==> config.mk <==
export PLATFORM = sky130hd
export DESIGN_NAME = chgdet_seq
export DESIGN_NICKNAME = d
export VERILOG_FILES = /design/src/rtl/chgdet_seq.sv
export SDC_FILE = /design/constraint.sdc
export NUM_CORES = 1
export LEC_CHECK = 0
export BUFFER_PORTS_ARGS = -buffer_cell sky130_fd_sc_hd__buf_2
export CAP_MARGIN = 20
export CORE_UTILIZATION = 59
export DETAILED_ROUTE_END_ITERATION = 7
export GPL_ROUTABILITY_DRIVEN = 0
export PLACE_DENSITY_LB_ADDON = 0.25
export SLEW_MARGIN = 20
export SYNTH_ARGS = -nofsm -noshare
export SYNTH_HDL_FRONTEND = slang
export SYNTH_SLANG_ARGS = --single-unit
==> constraint.sdc <==
create_clock -name clk -period 8.1 [get_ports clk]
set_input_delay 1.215 -clock clk [delete_from_list [all_inputs] [get_ports clk]]
set_output_delay 1.215 -clock clk [all_outputs]
set_load 0.005 [all_outputs]
==> src/rtl/chgdet_seq.sv <==
module chgdet_seq #(
  parameter int CNT_W        = 10,
  parameter int SETTLE_MS    = 1,
  parameter int INTERVAL_RST = 40
) (
  input  logic        clk,
  input  logic        rst_n,
  input  logic        ms_tick,
  input  logic        contact_evt,
  input  logic        dm_above_ref,
  input  logic        dm_above_logic,
  output logic        dp_src_en,
  output logic        dm_sink_en,
  output logic        dm_cmp_en,
  input  logic        reg_wr,
  input  logic [1:0]  reg_addr,
  input  logic [15:0] reg_wdata,
  output logic [15:0] reg_rdata,
  output logic        irq
);
  typedef enum logic [1:0] {S_IDLE, S_SETTLE, S_DETECT} state_t;

  state_t             state;
  logic [CNT_W-1:0]   cnt;
  logic [CNT_W-1:0]   interval;
  logic [1:0]         result_q;
  logic               flag_q;
  logic               ie_q;

  logic               wr_ctrl, wr_intv, swrst;
  logic [CNT_W:0]     cnt_nxt;
  logic               settle_done, detect_done;
  logic [1:0]         code;

  assign wr_ctrl     = reg_wr && reg_addr == 2'd0;
  assign wr_intv     = reg_wr && reg_addr == 2'd1;
  assign swrst       = wr_ctrl && reg_wdata[2];
  assign cnt_nxt     = {1'b0, cnt} + 1'b1;
  assign settle_done = cnt_nxt >= (CNT_W+1)'(SETTLE_MS);
  assign detect_done = cnt_nxt >= {1'b0, interval};
  assign code        = dm_above_logic ? 2'b11 : (dm_above_ref ? 2'b10 : 2'b01);

  assign dp_src_en  = state == S_DETECT;
  assign dm_sink_en = state == S_DETECT;
  assign dm_cmp_en  = state == S_DETECT;
  assign irq        = flag_q & ie_q;

  always_comb begin
    case (reg_addr)
      2'd0:    reg_rdata = {13'd0, 1'b0, flag_q, ie_q};
      2'd1:    reg_rdata = 16'(interval);
      2'd2:    reg_rdata = {14'd0, result_q};
      default: reg_rdata = 16'd0;
    endcase
  end

  always_ff @(posedge clk or negedge rst_n) begin
    if (!rst_n) begin
      state    <= S_IDLE;
      cnt      <= '0;
      interval <= CNT_W'(INTERVAL_RST);
      result_q <= 2'b00;
      flag_q   <= 1'b0;
      ie_q     <= 1'b0;
    end else begin
      if (wr_ctrl) ie_q <= reg_wdata[0];
      if (wr_intv) interval <= reg_wdata[CNT_W-1:0];
      if (wr_ctrl && reg_wdata[1]) flag_q <= 1'b0;
      if (swrst) begin
        state    <= S_IDLE;
        cnt      <= '0;
        result_q <= 2'b00;
        flag_q   <= 1'b0;
      end else begin
        case (state)
          S_IDLE:
            if (contact_evt) begin
              state    <= S_SETTLE;
              cnt      <= '0;
              result_q <= 2'b00;
            end
          S_SETTLE:
            if (ms_tick) begin
              if (settle_done) begin
                state <= S_DETECT;
                cnt   <= '0;
              end else cnt <= cnt_nxt[CNT_W-1:0];
            end
          S_DETECT:
            if (ms_tick) begin
              if (detect_done) begin
                state    <= S_IDLE;
                cnt      <= '0;
                result_q <= code;
                flag_q   <= 1'b1;
              end else cnt <= cnt_nxt[CNT_W-1:0];
            end
          default: state <= S_IDLE;
        endcase
      end
    end
  end
endmodule

# After elaboration in Yosys (flattened, before gate mapping)
# Index checks and enable logic that the tools add are counted.
dict set report totals {
  register_bits 26
  elab_cells 57
}
dict set report op_classes {
  n_reduce_logical 11
  n_eq_ne 9
  n_bitwise 1
  magnitude_cmp 2
  add_sub_neg 1
  n_mux 27
}
# op n
set ops {}
lappend ops {{$mux 10} 6}
lappend ops {{$pmux 10 s3} 2}
lappend ops {{$mux 2} 12}
lappend ops {{$add 10x1->11 const B} 1}
lappend ops {{$ge 11x1->1 const B} 1}
lappend ops {{$ge 11x10->1} 1}
lappend ops {{$ne 3x3->1 const B} 3}
lappend ops {{$reduce_and 4->1} 2}
lappend ops {{$pmux 2 s3} 1}
lappend ops {{$mux 1} 5}
lappend ops {{$reduce_and 5->1} 1}
lappend ops {{$eq 2x1->1 const B} 2}
lappend ops {{$eq 2x2->1 const B} 2}
lappend ops {{$logic_and 1x1->1} 4}
lappend ops {{$logic_not 2->1} 2}
lappend ops {{$pmux 2 s2} 1}
lappend ops {{$reduce_bool 4->1} 1}
lappend ops {{$ne 3x1->1 const B} 1}
lappend ops {{$ne 3x2->1 const B} 1}
lappend ops {{$reduce_bool 3->1} 1}
lappend ops {{$and 1x1->1} 1}

# Logic depth before layout (Yosys ltp)
# Gate-level depths: netlist of run 1.
dict set report depth {
  ltp_word 8
  depth_mapped 16
  mapped_depth_nobuf 14
}

# Worst setup path after synthesis of run 1
# OpenSTA, ideal clock, no wires.
dict set report synth_timing {
  path_kind {reg2reg}
  startpoint {register cnt[2]}
  endpoint {register cnt[5]}
  path_stages_with_launch 17
  required_time_ns 7.976
  arrival_time_ns 3.307
  setup_slack_ns 4.669
  n_path_buf 2
  cell_sequence {dfrtp_1 buf_2 and3_1 nand3_1 nor2_1 xnor2_1 inv_1 ha_1 nand2_1 or4b_2 a21oi_1 nor2_1 a31o_4 o211ai_4 buf_6 nor2_1 a211o_1}
}
dict set report synth_between {
  elab_chain_len 6
  word_cells_on_any_way 9
  cone_classes {add/sub (1); order compare (2); mux (6)}
}
# item line
set synth_lines {}
lappend synth_lines {{from (decl)} 24} ;# logic [CNT_W-1:0] cnt;
lappend synth_lines {{from (signal assigned)} 87} ;# end else cnt <= cnt_nxt[CNT_W-1:0];
lappend synth_lines {{from (signal assigned)} 96} ;# end else cnt <= cnt_nxt[CNT_W-1:0];
lappend synth_lines {{$add 10x1->11 *} 38} ;# assign cnt_nxt = {1'b0, cnt} + 1'b1;
lappend synth_lines {{$ge 11x10->1 or $ge 11x1->1 (tied branches)} {40, 39}}
lappend synth_lines {{$mux 10 (on tied branches)} {91, 84}}
lappend synth_lines {{$mux 10 (on tied branches)} {90, 83}}
lappend synth_lines {{$pmux 10 s3 *} 75} ;# case (state)
lappend synth_lines {{$mux 10 *} 69} ;# if (swrst) begin
# Mark *: on every way between the ends. The rest lies on a longest branch, timed or not. The select of a mux whose other input is x is not followed.
# A chain may end at the register's enable or synchronous reset.

# Worst setup path after layout of run 1
dict set report layout_timing {
  startpoint {register cnt[2]}
  endpoint {register cnt[0]}
}
# Same word-level chain as after synthesis.

==> results of run 1 <==
[flip-flops by register name, indices dropped and copies added, names as in the netlist]
signal	flops
flag_q	1
result_q	2
cnt	10
interval	10
ie_q	1
state	2
[per-layer routing]
metal,global-route usage (%),vias to the layer above,wire [um]
met5,0,-,0
li1,-,836,-
met1,30.20,790,1856
met3,2.521,6,119
met4,8.442,0,69
met2,39.60,36,1869
[final timing paths]
check                           slack (ns)  cells after the start        start           to
worst max-delay path                  4.20                     14       cnt[2]       cnt[0]
worst min-delay path                  0.52                      1  result_q[1]  result_q[1]
worst max register to register        4.20                     14       cnt[2]       cnt[0]
worst min register to register        0.52                      1  result_q[1]  result_q[1]
max in group asynchronous             6.85                      1        rst_n  interval[1]
min in group asynchronous             0.86                      1        rst_n       cnt[9]
[final cells by class]
class,instances,area share [%]
clock buffer,3,1.001
tap,46,2.557
multi-input combinational,174,56.48
sequential,26,29.02
clock inverter,1,1.334
inverter,15,2.501
timing repair buffer,32,7.115
[metrics by stage]
step           area (um^2)  instances   power, W  setup WS [ns]
2_1_floorplan         2083        231  0.0003298          4.669
3_3_place_gp          2198        293  0.0003639          4.280
3_5_place_dp          2198        293  0.0003719          4.208
4_1_cts               2251        297  0.0004628          4.185
5_1_grt               2251        297  0.0004981          3.879
6_report              2251        297  0.0004593          4.198
[kinds of logic (layout without fill, tap and decap cells)]
logic type	after synthesis	after routing	share of synthesized area, %
xor+xnor	5	5	2.121
mux	18	18	9.576
flops	26	26	31.64
fa+ha+maj	13	13	7.879
simple gates	84	84	21.82
other cells	1	6	0.1816
buf+inv	31	51	7.696
compound gates	48	48	19.09
[worst max-delay path, delay by kind of cell (launching register included)]
family / cells / cell delay, ns
buf+inv: 1 / 0.07
compound gates: 3 / 0.87
fa+ha+maj: 1 / 0.34
mux: 1 / 0.29
simple gates: 7 / 1.55
flops: 1 / 0.53
xor+xnor: 1 / 0.17
[power by group]
part           internal [W]   total, W  switching, W
combinational     0.0000857   0.000200      0.000114
sequential         0.000149   0.000167     0.0000172
clock             0.0000501  0.0000928     0.0000427
total              0.000285   0.000459      0.000174
[layout by cell type (no fill, tap or decap), types with 3 or more instances in the layout]
cell type and count:
buf_2 32, nand2_1 26, dfrtp_1 24, inv_1 15, mux2_2 14, ha_1 13
and2_1 11, nor2_1 11, o21ai_0 10, or3_1 7, a21oi_1 7, conb_1 6
mux2i_1 4, nand3_1 4, xnor2_1 4, nor3_1 4, a21o_1 4, nor2b_1 3
o21a_1 3, nand4_1 3, nand2b_1 3, a211o_1 3, clkbuf_4 3
==> impl_metrics.yaml, run 1 <==
placement:
  portBuffers: 32
  dpl.hpwl_um: 3052
synthesis:
  syn_avg_cell_area_um2: 9.135
  yosys.cell_types.count: 55
  synthFlopType: "dfrtp_1"
  async_reset_ff_share_pct: 100.0
  synth_top_area_share_pct: 29.09
  ys_seq_area_share_pct: 31.64
  synth_edf_count: 0
  ys_seq_elements: 26
  synth_top_area_cell: "dfrtp_1"
  synth_area_leaders: "dfrtp_1 (29%), ha_1 (7.9%), mux2_2 (7.6%), nand2_1 (4.7%), and2_1 (3.3%)"
  synth_area_um2: 2064
  yosys_warnings: 0
  synth_commonest_cells: "nand2_1 (26), dfrtp_1 (24), inv_1 (15), mux2_2 (14), ha_1 (13)"
  synth_most_common_cell: "nand2_1"
  synthCells: 226
route:
  post-route-drc-count: 0
  num_vias: 1668
  routed_via_density: 5.616
  antenna_left: 0
  wl_um: 3914
  drt_iter0_drc: 65
  dr.pass1.iters: 4
  routedWlPerCell_um: 13.18
sta:
  setup_tns_ns: 0
  setup_viol: 0
  rsz0062_at_grt: "false"
  finalCritPeriodShare_pct: 48.18
  fin_skew_ns: 0.004864
  final-hold-violation-count: 0
  finalHoldWorstSlack_ns: 0.5188
  fmax_ghz: 0.2563
  period_minus_slack_ns: 3.902
  tightest_slew_ns: 0.7800
  slew_viol_final: 0
  slew_headroom_pct: 48.00
clock_tree:
  numClockSinks: 26
  cts_buffers: 3
  cts_hold_buf: 0
  cts_max_path_buffers: 2
  cts_tree: "done"
  path_clk_slew_ns: 0.16
  clock-root-buffer: "clkbuf_4"
  htreeDepth: 1
  cts_resized: 0
  post_cts_buffers: 0
  insertion_delay_ns: 0.33
setup_path:
  cp_slowest_cell: "or4b_2"
  path_class: "reg2reg"
  crit_chain: "and3_1 -> nand3_1 -> nor2_1 -> xnor2_1 -> inv_1 -> ha_1 -> nand2_1 -> or4b_2 -> a21oi_1 -> nor2_1 -> a31o_4 -> o211ai_4 -> nor2_1 -> mux2_2"
  crit_fanout: 12
  cp.arrival_ns: 4.14
  worst_path_largest_cell_delay_ns: 0.61
  worst_path_most_repeated_cell: "nor2_1"
  worst_setup_path_end_kind: "register"
  startpoint_type: "register"
  cp.required_ns: 8.34
global_routing:
  grt_pass1_vias: 1504
  antenna_found_initial: 0
  grt_max_degree: 27
  overflow: 0
  grt_pass1_wl_um: 6368
  grtUsageTotal_pct: 23.12
floorplanning:
  fp.dieArea_um2: 3740
  initial_utilization_pct: 61.87
  dieHeight_um: 61.16
  core_area_um2: 3337
  chipWidth_um: 61.16
  ios: 45
  row_count: 21
outcome:
  status: "finished, final reports clean"
cells_and_area:
  utilization_pct: 67.45
  fill_cells: 296
  regArea_um2: 653.1
  diodes: 0
  drive_above_1_share_pct: 25.90
  finalNetCount: 290
  syn_to_final_growth_pct: 9.030
  multiInputGateArea_um2: 1271
pwr:
  irDropWorstVdd_uv: 114.2
  p_per_area_nw_per_um2: 204.1
  cellLeakagePower_nw: 1.092
flow_run:
  drv_cap: 0
min_path:
  hold_path_class: "reg2reg"
Power figures use the tool's default switching activity.
==> run 2: changes to the inputs <==
CORE_UTILIZATION = 49   (was 59)
clock period = 3.2 ns   (was 8.1 ns; I/O delays follow)
==> run 2 against run 1 <==
Against the previous run: sequential cell count stayed put; non-clock buffer count increased by 18; clock skew rose by 0.0011 ns; die area rose by 20%; hold slack got worse by 0.31 ns; via count up 2.6%; global-route usage fell by 2.6 points; combinational power increased to 2.9 times the previous value; design area increased by 11%; register-to-register slack worse by 4.1 ns; final cell count increased by 7.4%; largest cell class unchanged.
==> impl_metrics.yaml, run 2 (same netlist as run 1, synthesis figures left out) <==
outcome:
  status: "finished, final reports clean"
pwr:
  p_per_area_nw_per_um2: 477.8
  cellLeakagePower_nw: 1.194
  comb_power_share_pct: 49.1
  seq_power_share_pct: 34.6
  cell_internal_pwr_w: 0.0007434
  irDropWorstVdd_uv: 233.8
  clkPwrFrac_pct: 16.3
  switchingPower_w: 0.0004511
  switching_share_pct: 37.77
clock_tree:
  htreeDepth: 1
  path_clk_slew_ns: 0.09
  clock-root-buffer: "clkbuf_8"
  cts_max_path_buffers: 2
  cts_buffers: 3
  cts_hold_buf: 0
  insertion_delay_ns: 0.27
  numClockSinks: 26
  cts_tree: "done"
min_path:
  hold_path_class: "in2async"
setup_path:
  cp_slowest_cell: "or4b_4"
  startpoint_type: "register"
  path_class: "reg2reg"
  cp_top_family: "simple AND/OR/NAND/NOR gates"
  worst_path_largest_cell_delay_ns: 0.53
  crit_fanout: 7
  crit_chain: "and3_4 -> nand3_4 -> buf_4 -> xnor2_2 -> ha_1 -> nand2_2 -> or4b_4 -> a21oi_4 -> nor2_2 -> a31o_4 -> o211ai_4 -> buf_12 -> nor3_1 -> a211o_1"
  reg2reg_depth: 14
  worst_setup_path_end_kind: "register"
  reg2reg_slack_ns: 0.11
  cp.arrival_ns: 3.26
  cp.required_ns: 3.36
  path_buf_inv: 2
  worst-path-stages: 14
cells_and_area:
  syn_to_final_growth_pct: 21.09
  finalInstanceArea_um2: 2500
  finalNetCount: 308
  regArea_um2: 654.4
  reg_top3: "cnt (10), interval (10)"
  fill_cells: 347
  layout_common_cells: "buf_2 (32), nand2_1 (25), dfrtp_1 (23)"
  layout_commonest_cell: "buf_2"
  diodes: 0
  drive_above_1_share_pct: 36.80
  multiInputGateArea_um2: 1374
floorplanning:
  core_area_um2: 4029
  chipWidth_um: 66.91
  row_count: 23
  ios: 45
  fp.dieArea_um2: 4477
  initial_utilization_pct: 51.24
  dieHeight_um: 66.91
sta:
  rsz0062_at_grt: "true"
  worst_slack_ns: 0.1064
  fmax_ghz: 0.3232
  slew_headroom_pct: 54.42
  slew_viol_final: 0
  fin_skew_ns: 0.005985
  final-hold-violation-count: 0
  period_minus_slack_ns: 3.094
  setup_viol: 0
  finalCritPeriodShare_pct: 96.68
  tightest_slew_ns: 0.6822
route:
  drt_iter0_drc: 105
  routedWlPerCell_um: 13.18
  routed_via_density: 5.364
  num_vias: 1711
  post-route-drc-count: 0
  antenna_left: 0
  dr.pass1.iters: 4
  wl_um: 4204
placement:
  portBuffers: 32
  dp_slack_ns: -0.06505
  place_area_um2: 2364
  dpl.hpwl_um: 3146
global_routing:
  grtUsageTotal_pct: 20.50
  grt_max_degree: 27
  overflow: 0
  grt_pass1_wl_um: 7044
  grt_pass1_vias: 1566
  antenna_found_initial: 0
flow_run:
  drv_cap: 0
-- run 2: cell count changes in the layout (fill, tap and decap cells not counted), moves of 2 or more --
cell	delta
and2_1	-2
and2_4	+2
buf_4	+17
clkbuf_4	-3
clkbuf_8	+3
nor2_1	-2
xnor2_1	-3
xnor2_2	+3
-- run 2: power by group through the flow --
stage / clock (W) / combinational (W) / sequential, W
floorplan: 0 / 0.000423 / 0.000416
global placement: 0 / 0.000537 / 0.000418
detailed placement: 0 / 0.000552 / 0.000419
CTS: 0.000199 / 0.000579 / 0.000413
global route: 0.000211 / 0.000653 / 0.000421
finish: 0.000195 / 0.000586 / 0.000413
-- run 2: worst paths after layout --
check / from / endpoint
setup / recovery: cnt[2] / cnt[5]
hold / removal: rst_n / interval[9]
setup reg to reg: cnt[2] / cnt[5]
hold reg to reg: result_q[0] / result_q[0]
max in group asynchronous: rst_n / cnt[5]
min in group clk: reg_wdata[2] / flag_q
-- run 2: per-stage QoR --
| step | TNS [ns] | power (W) | util, % | hold slack [ns] | std cells |
|---|---|---|---|---|---|
| floorplan | 0 | 0.0008390 | - | 0.1844 | 231 |
| CTS | 0 | 0.001192 | 60.34 | 0.2303 | 316 |
| global route | -0.05929 | 0.001285 | 62.05 | 0.2603 | 319 |
| finish | 0 | 0.001194 | 62.05 | 0.2045 | 319 |
| global placement | -0.0005242 | 0.0009548 | 58.66 | 0.4803 | 311 |
| detailed placement | -0.07388 | 0.0009706 | 58.66 | 0.4964 | 311 |
-- run 2: layout make-up --
cell class	count	share of cell area, %
clock buffer	4	1.802
inverter	15	2.252
multi-input combinational	174	54.95
sequential	26	26.18
tap	50	2.503
timing repair buffer	50	12.31
-- run 2: worst register-to-register path, cell delays in order, from the launching register on --
cell and delay, ns:
dfrtp_1 0.37, and3_4 0.20, nand3_4 0.09, buf_4 0.16
xnor2_2 0.13, ha_1 0.31, nand2_2 0.07, or4b_4 0.53
a21oi_4 0.16, nor2_2 0.05, a31o_4 0.25, o211ai_4 0.23
buf_12 0.15, nor3_1 0.04, a211o_1 0.25
-- run 2: per-layer routing --
layer / wire, um / global-route usage, % / vias up
met5: 0 / 0 / -
met4: 27 / 5.053 / 0
met3: 153 / 2.911 / 4
met2: 2010 / 34.22 / 39
met1: 2013 / 27.56 / 797
li1: - / - / 871
-- run 2: what timing repair did --
action / CTS / global route
pin swaps: 1 / 11
setup endpoints to repair: 4 / 7
resized for setup: 1 / 12
buffers inserted: 1 / 3
hold endpoints to repair: 0 / 0
==> run 3: changes to the inputs <==
CORE_UTILIZATION = 55   (was 49)
clock period = 3 ns   (was 3.2 ns; I/O delays follow)
==> run 3 against run 2 <==
Against the previous run: the flow now finishes with violations (setup timing); sequential power is 6.8% higher; final cell count up 2.2%; global-route usage grew 3.8 points; register-to-register slack got worse by 0.14 ns; setup slack got worse by 0.14 ns; die area shrank 11%.
==> impl_metrics.yaml, run 3 (same netlist as run 1, synthesis figures left out) <==
clock_tree:
  clock-root-buffer: "clkbuf_8"
  path_clk_slew_ns: 0.09
  cts_hold_buf: 0
  cts_tree: "done"
  insertion_delay_ns: 0.27
  cts_buffers: 3
  cts_max_path_buffers: 2
  numClockSinks: 26
  htreeDepth: 1
floorplanning:
  row_count: 21
  fp.dieArea_um2: 4002
  dieHeight_um: 63.27
  core_area_um2: 3468
  initial_utilization_pct: 59.52
  chipWidth_um: 63.27
  ios: 45
route:
  routedWlPerCell_um: 13.67
  dr.pass1.iters: 4
  routed_via_density: 5.469
  antenna_left: 0
  num_vias: 1783
  post-route-drc-count: 0
  wl_um: 4455
  drt_iter0_drc: 37
cells_and_area:
  fill_cells: 268
  reg_top3: "cnt (10), interval (10)"
  layout_commonest_cell: "buf_2"
  regArea_um2: 653.1
  layout_common_cells: "buf_2 (32), buf_4 (27), nand2_1 (25)"
  diodes: 0
  syn_to_final_growth_pct: 25.45
  multiInputGateArea_um2: 1396
  finalNetCount: 320
  drive_above_1_share_pct: 40.36
  final_cells: 326
  utilization_pct: 74.68
sta:
  setup_viol: 2
  period_minus_slack_ns: 3.029
  finalHoldWorstSlack_ns: 0.1677
  slew_headroom_pct: 60.50
  fmax_ghz: 0.3301
  tightest_slew_ns: 0.5925
  final-hold-violation-count: 0
  rsz0062_at_grt: "true"
  slew_viol_final: 0
  finalCritPeriodShare_pct: 101.0
  worst_slack_ns: -0.02895
  fin_skew_ns: 0.005154
global_routing:
  grt_pass1_wl_um: 7624
  grt_pass1_vias: 1725
  grtUsageTotal_pct: 24.26
  grt_max_degree: 27
  overflow: 0
  antenna_found_initial: 0
outcome:
  status: "finished with violations"
  violations: "setup timing"
setup_path:
  endpoint: "cnt[0]"
  path_buf_inv: 1
  startpoint_type: "register"
  worstSetupStartpoint: "cnt[2]"
  worst_setup_path_end_kind: "register"
  crit_chain: "and3_4 -> nand3_4 -> nor2_4 -> xnor2_2 -> inv_2 -> ha_4 -> nand2_2 -> or4b_4 -> a21oi_4 -> nor2_2 -> a31o_4 -> o211ai_4 -> nor2_1 -> mux2_2"
  cp.required_ns: 3.16
  worstReg2RegStart: "cnt[2]"
  crit_fanout: 5
  cp_top_family: "simple AND/OR/NAND/NOR gates"
  worst_path_largest_cell_delay_ns: 0.49
  cp.arrival_ns: 3.19
  worst-path-stages: 14
  path_class: "reg2reg"
  reg2reg_slack_ns: -0.03
  cp_slowest_cell: "or4b_4"
  reg2reg_depth: 14
  reg2reg_to: "cnt[0]"
min_path:
  hold_path_class: "in2async"
placement:
  dp_slack_ns: -0.1359
  dpl.hpwl_um: 3242
  portBuffers: 32
  dp_cells: 319
flow_run:
  drv_cap: 0
pwr:
  irDropWorstVdd_uv: 298.1
  p_total_w: 0.001319
  p_per_area_nw_per_um2: 509.3
  cellLeakagePower_nw: 1.243
-- run 3: cell count changes in the layout (fill, tap and decap cells not counted), sizes merged --
| cell | change |
|---|---|
| buf | +11 |
| clkbuf | -1 |
| o211ai | +1 |
-- run 3: how the worst min path moves through the flow --
stage | start | end | slack, ns
after global placement | rst_n | cnt[7] | 0.49
after floorplan | rst_n | cnt[0] | 0.15
after CTS | rst_n | cnt[4] | 0.19
after global routing | rst_n | cnt[4] | 0.22
final | rst_n | cnt[4] | 0.17
after detailed placement | rst_n | cnt[4] | 0.49
-- run 3: layer usage --
metal / share of wire (%) / track usage [%] / up-vias
met3: 3.5 / 2.717 / 9
met2: 47 / 42.20 / 46
li1: - / - / 892
met5: 0 / 0 / -
met4: 1.6 / 8.239 / 0
met1: 48 / 31.07 / 836
-- run 3: power breakdown --
| group | internal [W] | switching, W | total [W] |
|---|---|---|---|
| clock | 0.0000901 | 0.000110 | 0.000201 |
| combinational | 0.000309 | 0.000369 | 0.000677 |
| sequential | 0.000404 | 0.0000374 | 0.000441 |
-- run 3: layout make-up --
| type | count | share of cell area, % |
|---|---|---|
| Clock buffer | 3 | 1.594 |
| Timing Repair Buffer | 61 | 14.88 |
| Multi-Input combinational cell | 175 | 53.91 |
| Sequential cell | 26 | 25.22 |
| Tap cell | 46 | 2.222 |
| Inverter | 15 | 2.174 |
-- run 3: per-stage QoR --
stage          cell area (um^2)  setup TNS (ns)
6_report                   2590        -0.04574
5_1_grt                    2590         -0.9840
4_1_cts                    2541         -0.1363
3_5_place_dp               2451         -0.6165
3_3_place_gp               2451         -0.2944
2_1_floorplan              2153        -0.05624
-- run 3: repair_timing --
action	4_1_cts	5_1_grt
resized for setup	7	11
setup buffers	2	1
cloned	1	0
setup endpoints to repair	9	13
pin swaps	5	5
